**config.mk**
```make
export PLATFORM = sky130hd
export DESIGN_NAME = mac_da_filter
export DESIGN_NICKNAME = d
export VERILOG_FILES = /design/src/rtl/da_filt_pkg.sv /design/src/rtl/da_crc_unit.sv /design/src/rtl/da_filt_regs.sv /design/src/rtl/mac_da_filter.sv
export SDC_FILE = /design/constraint.sdc
export NUM_CORES = 1
export LEC_CHECK = 0
export ABC_AREA = 1
export BUFFER_PORTS_ARGS = -buffer_cell sky130_fd_sc_hd__buf_2
export CORE_MARGIN = 2
export CORE_UTILIZATION = 37
export DETAILED_ROUTE_END_ITERATION = 6
export SYNTH_ARGS = -nofsm -noshare
export SYNTH_HDL_FRONTEND = slang
export SYNTH_HIERARCHICAL = 1
export SYNTH_SLANG_ARGS = --single-unit
export TNS_END_PERCENT = 10
```
**constraint.sdc**
```tcl
create_clock -name clk_i -period 3.3 [get_ports clk_i]
set_input_delay 0.33 -clock clk_i [delete_from_list [all_inputs] [get_ports clk_i]]
set_output_delay 0.33 -clock clk_i [all_outputs]
set_load 0.02 [all_outputs]
```
**src/rtl/da_filt_pkg.sv**
```systemverilog
package da_filt_pkg;
  localparam int REG_W    = 32;
  localparam int DA_BYTES = 6;
  localparam logic [31:0] CRC_POLY_REFL = 32'hEDB88320;
  localparam logic [31:0] CRC_PRESET    = 32'hFFFFFFFF;

  // one byte, lsb first, reflected register
  function automatic logic [31:0] crc_step(input logic [31:0] c, input logic [7:0] b);
    logic [31:0] r;
    r = c ^ {24'h0, b};
    for (int i = 0; i < 8; i++)
      r = r[0] ? ((r >> 1) ^ CRC_POLY_REFL) : (r >> 1);
    return r;
  endfunction
endpackage

```
**src/rtl/da_crc_unit.sv**
```systemverilog
module da_crc_unit
  import da_filt_pkg::*;
(
  input  logic        clk_i,
  input  logic        rst_ni,
  input  logic        start_i,
  input  logic        en_i,
  input  logic [7:0]  byte_i,
  output logic [31:0] crc_next_o
);
  logic [31:0] crc_q;

  assign crc_next_o = crc_step(start_i ? CRC_PRESET : crc_q, byte_i);

  always_ff @(posedge clk_i or negedge rst_ni) begin
    if (!rst_ni)   crc_q <= CRC_PRESET;
    else if (en_i) crc_q <= crc_next_o;
  end

  // running CRC only advances on accepted bytes
  p_crc_hold_r3: assert property (@(posedge clk_i) disable iff (!rst_ni)
    !en_i |=> $stable(crc_q));
endmodule

```
**src/rtl/da_filt_regs.sv**
```systemverilog
module da_filt_regs
  import da_filt_pkg::*;
#(
  parameter int NUM_HASH_REGS = 8,
  parameter int REG_AW        = 4,
  localparam int TBL_N        = NUM_HASH_REGS * REG_W
) (
  input  logic                          clk_i,
  input  logic                          rst_ni,
  input  logic                          we_i,
  input  logic [REG_AW-1:0]             addr_i,
  input  logic [REG_W-1:0]              wdata_i,
  output logic [REG_W-1:0]              rdata_o,
  output logic [TBL_N-1:0]              table_o,
  output logic [DA_BYTES-1:0][7:0]      station_o,
  output logic                          promisc_o
);
  localparam int HSEL_W = $clog2(NUM_HASH_REGS);
  localparam logic [REG_AW-1:0] HASH_END = REG_AW'(NUM_HASH_REGS);
  localparam logic [REG_AW-1:0] CTRL_A   = REG_AW'(NUM_HASH_REGS);
  localparam logic [REG_AW-1:0] STA_A    = REG_AW'(NUM_HASH_REGS + 1);
  localparam logic [REG_AW-1:0] STA_B    = REG_AW'(NUM_HASH_REGS + 2);

  logic [NUM_HASH_REGS-1:0][REG_W-1:0] hash_q;
  logic [31:0] sta_a_q;
  logic [15:0] sta_b_q;
  logic        promisc_q;

  always_ff @(posedge clk_i or negedge rst_ni) begin
    if (!rst_ni) begin
      hash_q    <= '0;
      sta_a_q   <= '0;
      sta_b_q   <= '0;
      promisc_q <= 1'b0;
    end else if (we_i) begin
      for (int r = 0; r < NUM_HASH_REGS; r++)
        if (addr_i == REG_AW'(r)) hash_q[r] <= wdata_i;
      if (addr_i == CTRL_A) promisc_q <= wdata_i[0];
      if (addr_i == STA_A)  sta_a_q   <= wdata_i;
      if (addr_i == STA_B)  sta_b_q   <= wdata_i[31:16];
    end
  end

  always_comb begin
    rdata_o = '0;
    if (addr_i < HASH_END)    rdata_o = hash_q[addr_i[HSEL_W-1:0]];
    else if (addr_i == CTRL_A) rdata_o = {{(REG_W-1){1'b0}}, promisc_q};
    else if (addr_i == STA_A)  rdata_o = sta_a_q;
    else if (addr_i == STA_B)  rdata_o = {sta_b_q, 16'h0};
  end

  // msb-first numbering: entry e lives at word e/32, bit 31-(e%32)
  for (genvar e = 0; e < TBL_N; e++) begin : g_tbl
    assign table_o[e] = hash_q[e / REG_W][REG_W - 1 - (e % REG_W)];
  end

  assign station_o[0] = sta_b_q[7:0];
  assign station_o[1] = sta_b_q[15:8];
  assign station_o[2] = sta_a_q[7:0];
  assign station_o[3] = sta_a_q[15:8];
  assign station_o[4] = sta_a_q[23:16];
  assign station_o[5] = sta_a_q[31:24];
  assign promisc_o    = promisc_q;

  // table only changes on a write
  p_table_hold_r2: assert property (@(posedge clk_i) disable iff (!rst_ni)
    !we_i |=> $stable(hash_q));
  // control bit only changes on a write
  p_ctrl_hold_r2: assert property (@(posedge clk_i) disable iff (!rst_ni)
    !we_i |=> $stable(promisc_q));
endmodule

```
**src/rtl/mac_da_filter.sv**
```systemverilog
module mac_da_filter
  import da_filt_pkg::*;
#(
  parameter int NUM_HASH_REGS = 8,
  parameter int REG_AW        = 4
) (
  input  logic              clk_i,
  input  logic              rst_ni,
  input  logic              reg_we_i,
  input  logic [REG_AW-1:0] reg_addr_i,
  input  logic [31:0]       reg_wdata_i,
  output logic [31:0]       reg_rdata_o,
  input  logic              rx_valid_i,
  input  logic              rx_sof_i,
  input  logic [7:0]        rx_byte_i,
  output logic              decision_valid_o,
  output logic              accept_o
);
  localparam int TBL_N = NUM_HASH_REGS * REG_W;
  localparam int IDX_W = $clog2(TBL_N);
  localparam int CNT_W = $clog2(DA_BYTES + 1);
  localparam logic [CNT_W-1:0] CNT_IDLE = CNT_W'(DA_BYTES);
  localparam logic [CNT_W-1:0] CNT_LAST = CNT_W'(DA_BYTES - 1);

  logic [TBL_N-1:0]             tbl;
  logic [DA_BYTES-1:0][7:0]     station, da_q, da_cur;
  logic                         promisc;
  logic [31:0]                  crc_next;
  logic [CNT_W-1:0]             cnt_q, pos;
  logic                         take, last, sof_take;
  logic [IDX_W-1:0]             hash_idx;
  logic                         grp, bcast, uni_hit, hash_hit, accept_d;
  logic                         valid_q, accept_q;

  da_filt_regs #(.NUM_HASH_REGS(NUM_HASH_REGS), .REG_AW(REG_AW)) u_regs (
    .clk_i, .rst_ni,
    .we_i(reg_we_i), .addr_i(reg_addr_i), .wdata_i(reg_wdata_i), .rdata_o(reg_rdata_o),
    .table_o(tbl), .station_o(station), .promisc_o(promisc)
  );

  assign take     = rx_valid_i && (rx_sof_i || cnt_q < CNT_IDLE);
  assign sof_take = rx_valid_i && rx_sof_i;
  assign pos      = rx_sof_i ? '0 : cnt_q;
  assign last     = take && (pos == CNT_LAST);

  da_crc_unit u_crc (
    .clk_i, .rst_ni,
    .start_i(rx_sof_i), .en_i(take), .byte_i(rx_byte_i), .crc_next_o(crc_next)
  );

  always_comb begin
    da_cur = da_q;
    if (take) da_cur[pos] = rx_byte_i;
  end

  // index = bit-reversed low bits of the reflected CRC
  for (genvar i = 0; i < IDX_W; i++) begin : g_idx
    assign hash_idx[i] = crc_next[IDX_W - 1 - i];
  end

  assign grp      = da_cur[0][0];
  assign bcast    = &da_cur;
  assign uni_hit  = (da_cur == station);
  assign hash_hit = tbl[hash_idx];
  assign accept_d = promisc | (grp ? (bcast | hash_hit) : uni_hit);

  always_ff @(posedge clk_i or negedge rst_ni) begin
    if (!rst_ni) begin
      cnt_q    <= CNT_IDLE;
      da_q     <= '0;
      valid_q  <= 1'b0;
      accept_q <= 1'b0;
    end else if (take) begin
      cnt_q   <= pos + 1'b1;
      da_q    <= da_cur;
      valid_q <= last;
      if (last)          accept_q <= accept_d;
      else if (sof_take) accept_q <= 1'b0;
    end
  end

  assign decision_valid_o = valid_q;
  assign accept_o         = accept_q;

  // frame start withdraws the previous decision
  p_sof_clear_r9: assert property (@(posedge clk_i) disable iff (!rst_ni)
    sof_take |=> !decision_valid_o);
  // decision holds until the next frame start
  p_hold_r9: assert property (@(posedge clk_i) disable iff (!rst_ni)
    decision_valid_o && !sof_take |=> decision_valid_o && $stable(accept_o));
  // promiscuous forces acceptance
  p_promisc_r8: assert property (@(posedge clk_i) disable iff (!rst_ni)
    $rose(decision_valid_o) && $past(promisc) |-> accept_o);
endmodule

```
==> impl_metrics.ini <==
[yosys]
syn_area_per_cell_um2 = 6.76
syn-cell-area_mm2 = 0.0228
ys_warn_count = 6
synthCells = 3368
syn_nets = 3417

[setup_path]
slowest_delay_ns = 0.54
path_class = flip-flop to flip-flop
cp-start-kind = flip-flop
crit_required_ns = 3.82
crit_path_max_fanout = 9
arrival_ns = 3.62
cpMostUsedCell = nand2_1
slowest_stage = dfstp_2
end_kind = flip-flop
critical-path-top-delay-family = simple AND/OR/NAND/NOR gates
crit_buf_inv = 4

[grt]
grt_max_degree = 86
grt_pass1_vias = 20406
track_usage = 0.249
antenna_found_initial = 1
grt_pass1_wl_um = 123000
overflow = 0

[power_and_ir_drop]
ir_drop_mv = 0.493
power_density_mw_per_mm2 = 884
p_leak_nw = 13.5
p_total_mw = 23.4

[clock_tree]
ctsLongestPathBuffers = 3
cts-htree-levels = 2
cts_buffers = 47
cts.clk_slew.worst_paths_ns = 0.06
cts-root-buf = clkbuf_16
clock_latency_ns = 0.60
numClockSinks = 390
cts_tree = built

[sta]
setup_tns_ns = 0
final.setup_skew_ns = 0.0191
hold_viol_final = 0
report.final.setup_viol = 0
slew_headroom = 0.362
fmax_mhz = 323
fin_crit_sh = 0.940
worst_slack_ns = 0.200
min_period_ns = 3.10
worst_pin_slew_ns = 0.956
slew_viol_final = 0

[floorplanning]
die_w_um = 252
ios = 83
start_util = 0.376
die_area_mm2 = 0.0635
core_area_mm2 = 0.0606
die-height_um = 252
std_cell_rows = 90

[layout]
layout_common_cells = 1485 x nand2_1, 368 x nand3_1, 356 x dfrtp_1
final_util = 0.437
fin_nets = 3479
final_common_cell = nand2_1
drive_gt1_frac = 0.124
num_antenna_cells = 0
synthToLayoutAreaGrowth_pct = 16.3

[outcome]
status = finished clean

[route]
drt_first_pass_iters = 6
drt_iter0_markers = 2535
ant_nets = 0
drcViolationCount = 0
route.vias.total = 22251
drt_wl_total_um = 80500
wl_per_cell_um = 18.9
viasPerCell = 5.24

[placed_design]
port_buffers = 82
dpl.hpwl_um = 55200
dp_slack_ns = 0.0999
routabilityCongestion = 0.899

[hold_path]
hold_class = input port to flip-flop

[flow_run]
maxCapViolCount = 0
==> where the power goes <==
part	total [mW]	internal, mW	switching [mW]	leakage, nW
registers	7.37	6.23	1.14	4.63
clock network	5.45	3.26	2.20	0.786
logic	10.6	4.01	6.56	8.07
==> through the flow <==
stage,instance area (µm²),hold slack (ns),cells
after global routing,26500,0.141,4250
final,26500,0.142,4250
after CTS,26100,0.112,4242
after global placement,24500,0.436,4154
after floorplan,22800,0.0344,3368
after detailed placement,24500,0.435,4154
==> worst register-to-register path: stages (launching register included) <==
cell       delay, ns
dfstp_2         0.54
inv_1           0.05
nand2_1         0.07
nor2_1          0.05
nor2_1          0.14
nand2_1         0.09
nand2_2         0.06
nand2_1         0.05
nand2_2         0.12
xor2_4          0.21
buf_12          0.18
clkbuf_16       0.19
clkbuf_16       0.16
nand2_1         0.06
nand3_1         0.11
nand3_2         0.10
nand3_1         0.08
nand2_1         0.07
nand2_1         0.10
nand3_1         0.08
nand3_1         0.10
nand3b_1        0.11
nand3_2         0.10
nand2_1         0.06
nand2_1         0.08
nand2_1         0.04
nand2_1         0.05
==> routing by layer <==
layer	track usage	vias to the layer above	routed length (µm)
met3	0.0305	122	5580
met5	0	-	0
met1	0.361	10454	36600
met2	0.393	892	36500
met4	0.0683	0	1820
li1	-	10783	-
==> layout make-up <==
class                   instances  area (µm²)
inverters                     187         722
well taps                     782         978
fillers                      6297       34100
flip-flops and latches        390        9800
multi-input cells            2604       11600
clock buffers                  62        1300
clock inverters                25         300
repair buffers                200        1800
==> registers in the layout, indices dropped and copies added, names as in the netlist <==
name              flops
da_q                 48
u_regs/sta_a_q       32
accept_o              1
decision_valid_o      1
u_regs/table_o      256
u_crc/crc_q          32
cnt_q                 3
u_regs/sta_b_q       16
u_regs/promisc_o      1
==> what timing repair did <==
item	4_1_cts	5_1_grt
setup endpoints to repair	0	1
resized for setup	0	48
buffers inserted	0	3
endpoints found under the hold margin	57	0
hold buffers	1	0
==> worst paths after layout <==
check	startpoint	slack (ns)	depth (start not counted)	to
worst min register to register	u_crc/crc_q[20]	0.47	2	u_crc/crc_q[20]
min in group asynchronous	rst_ni	0.40	2	u_regs/sta_a_q[9]
worst max-delay path	u_crc/crc_q[6]	0.20	26	accept_o
worst min-delay path	rx_valid_i	0.14	3	cnt_q[0]
worst max register to register	u_crc/crc_q[6]	0.20	26	accept_o
max in group asynchronous	rst_ni	2.04	3	u_regs/table_o[74]
Power figures use the tool's default switching activity.
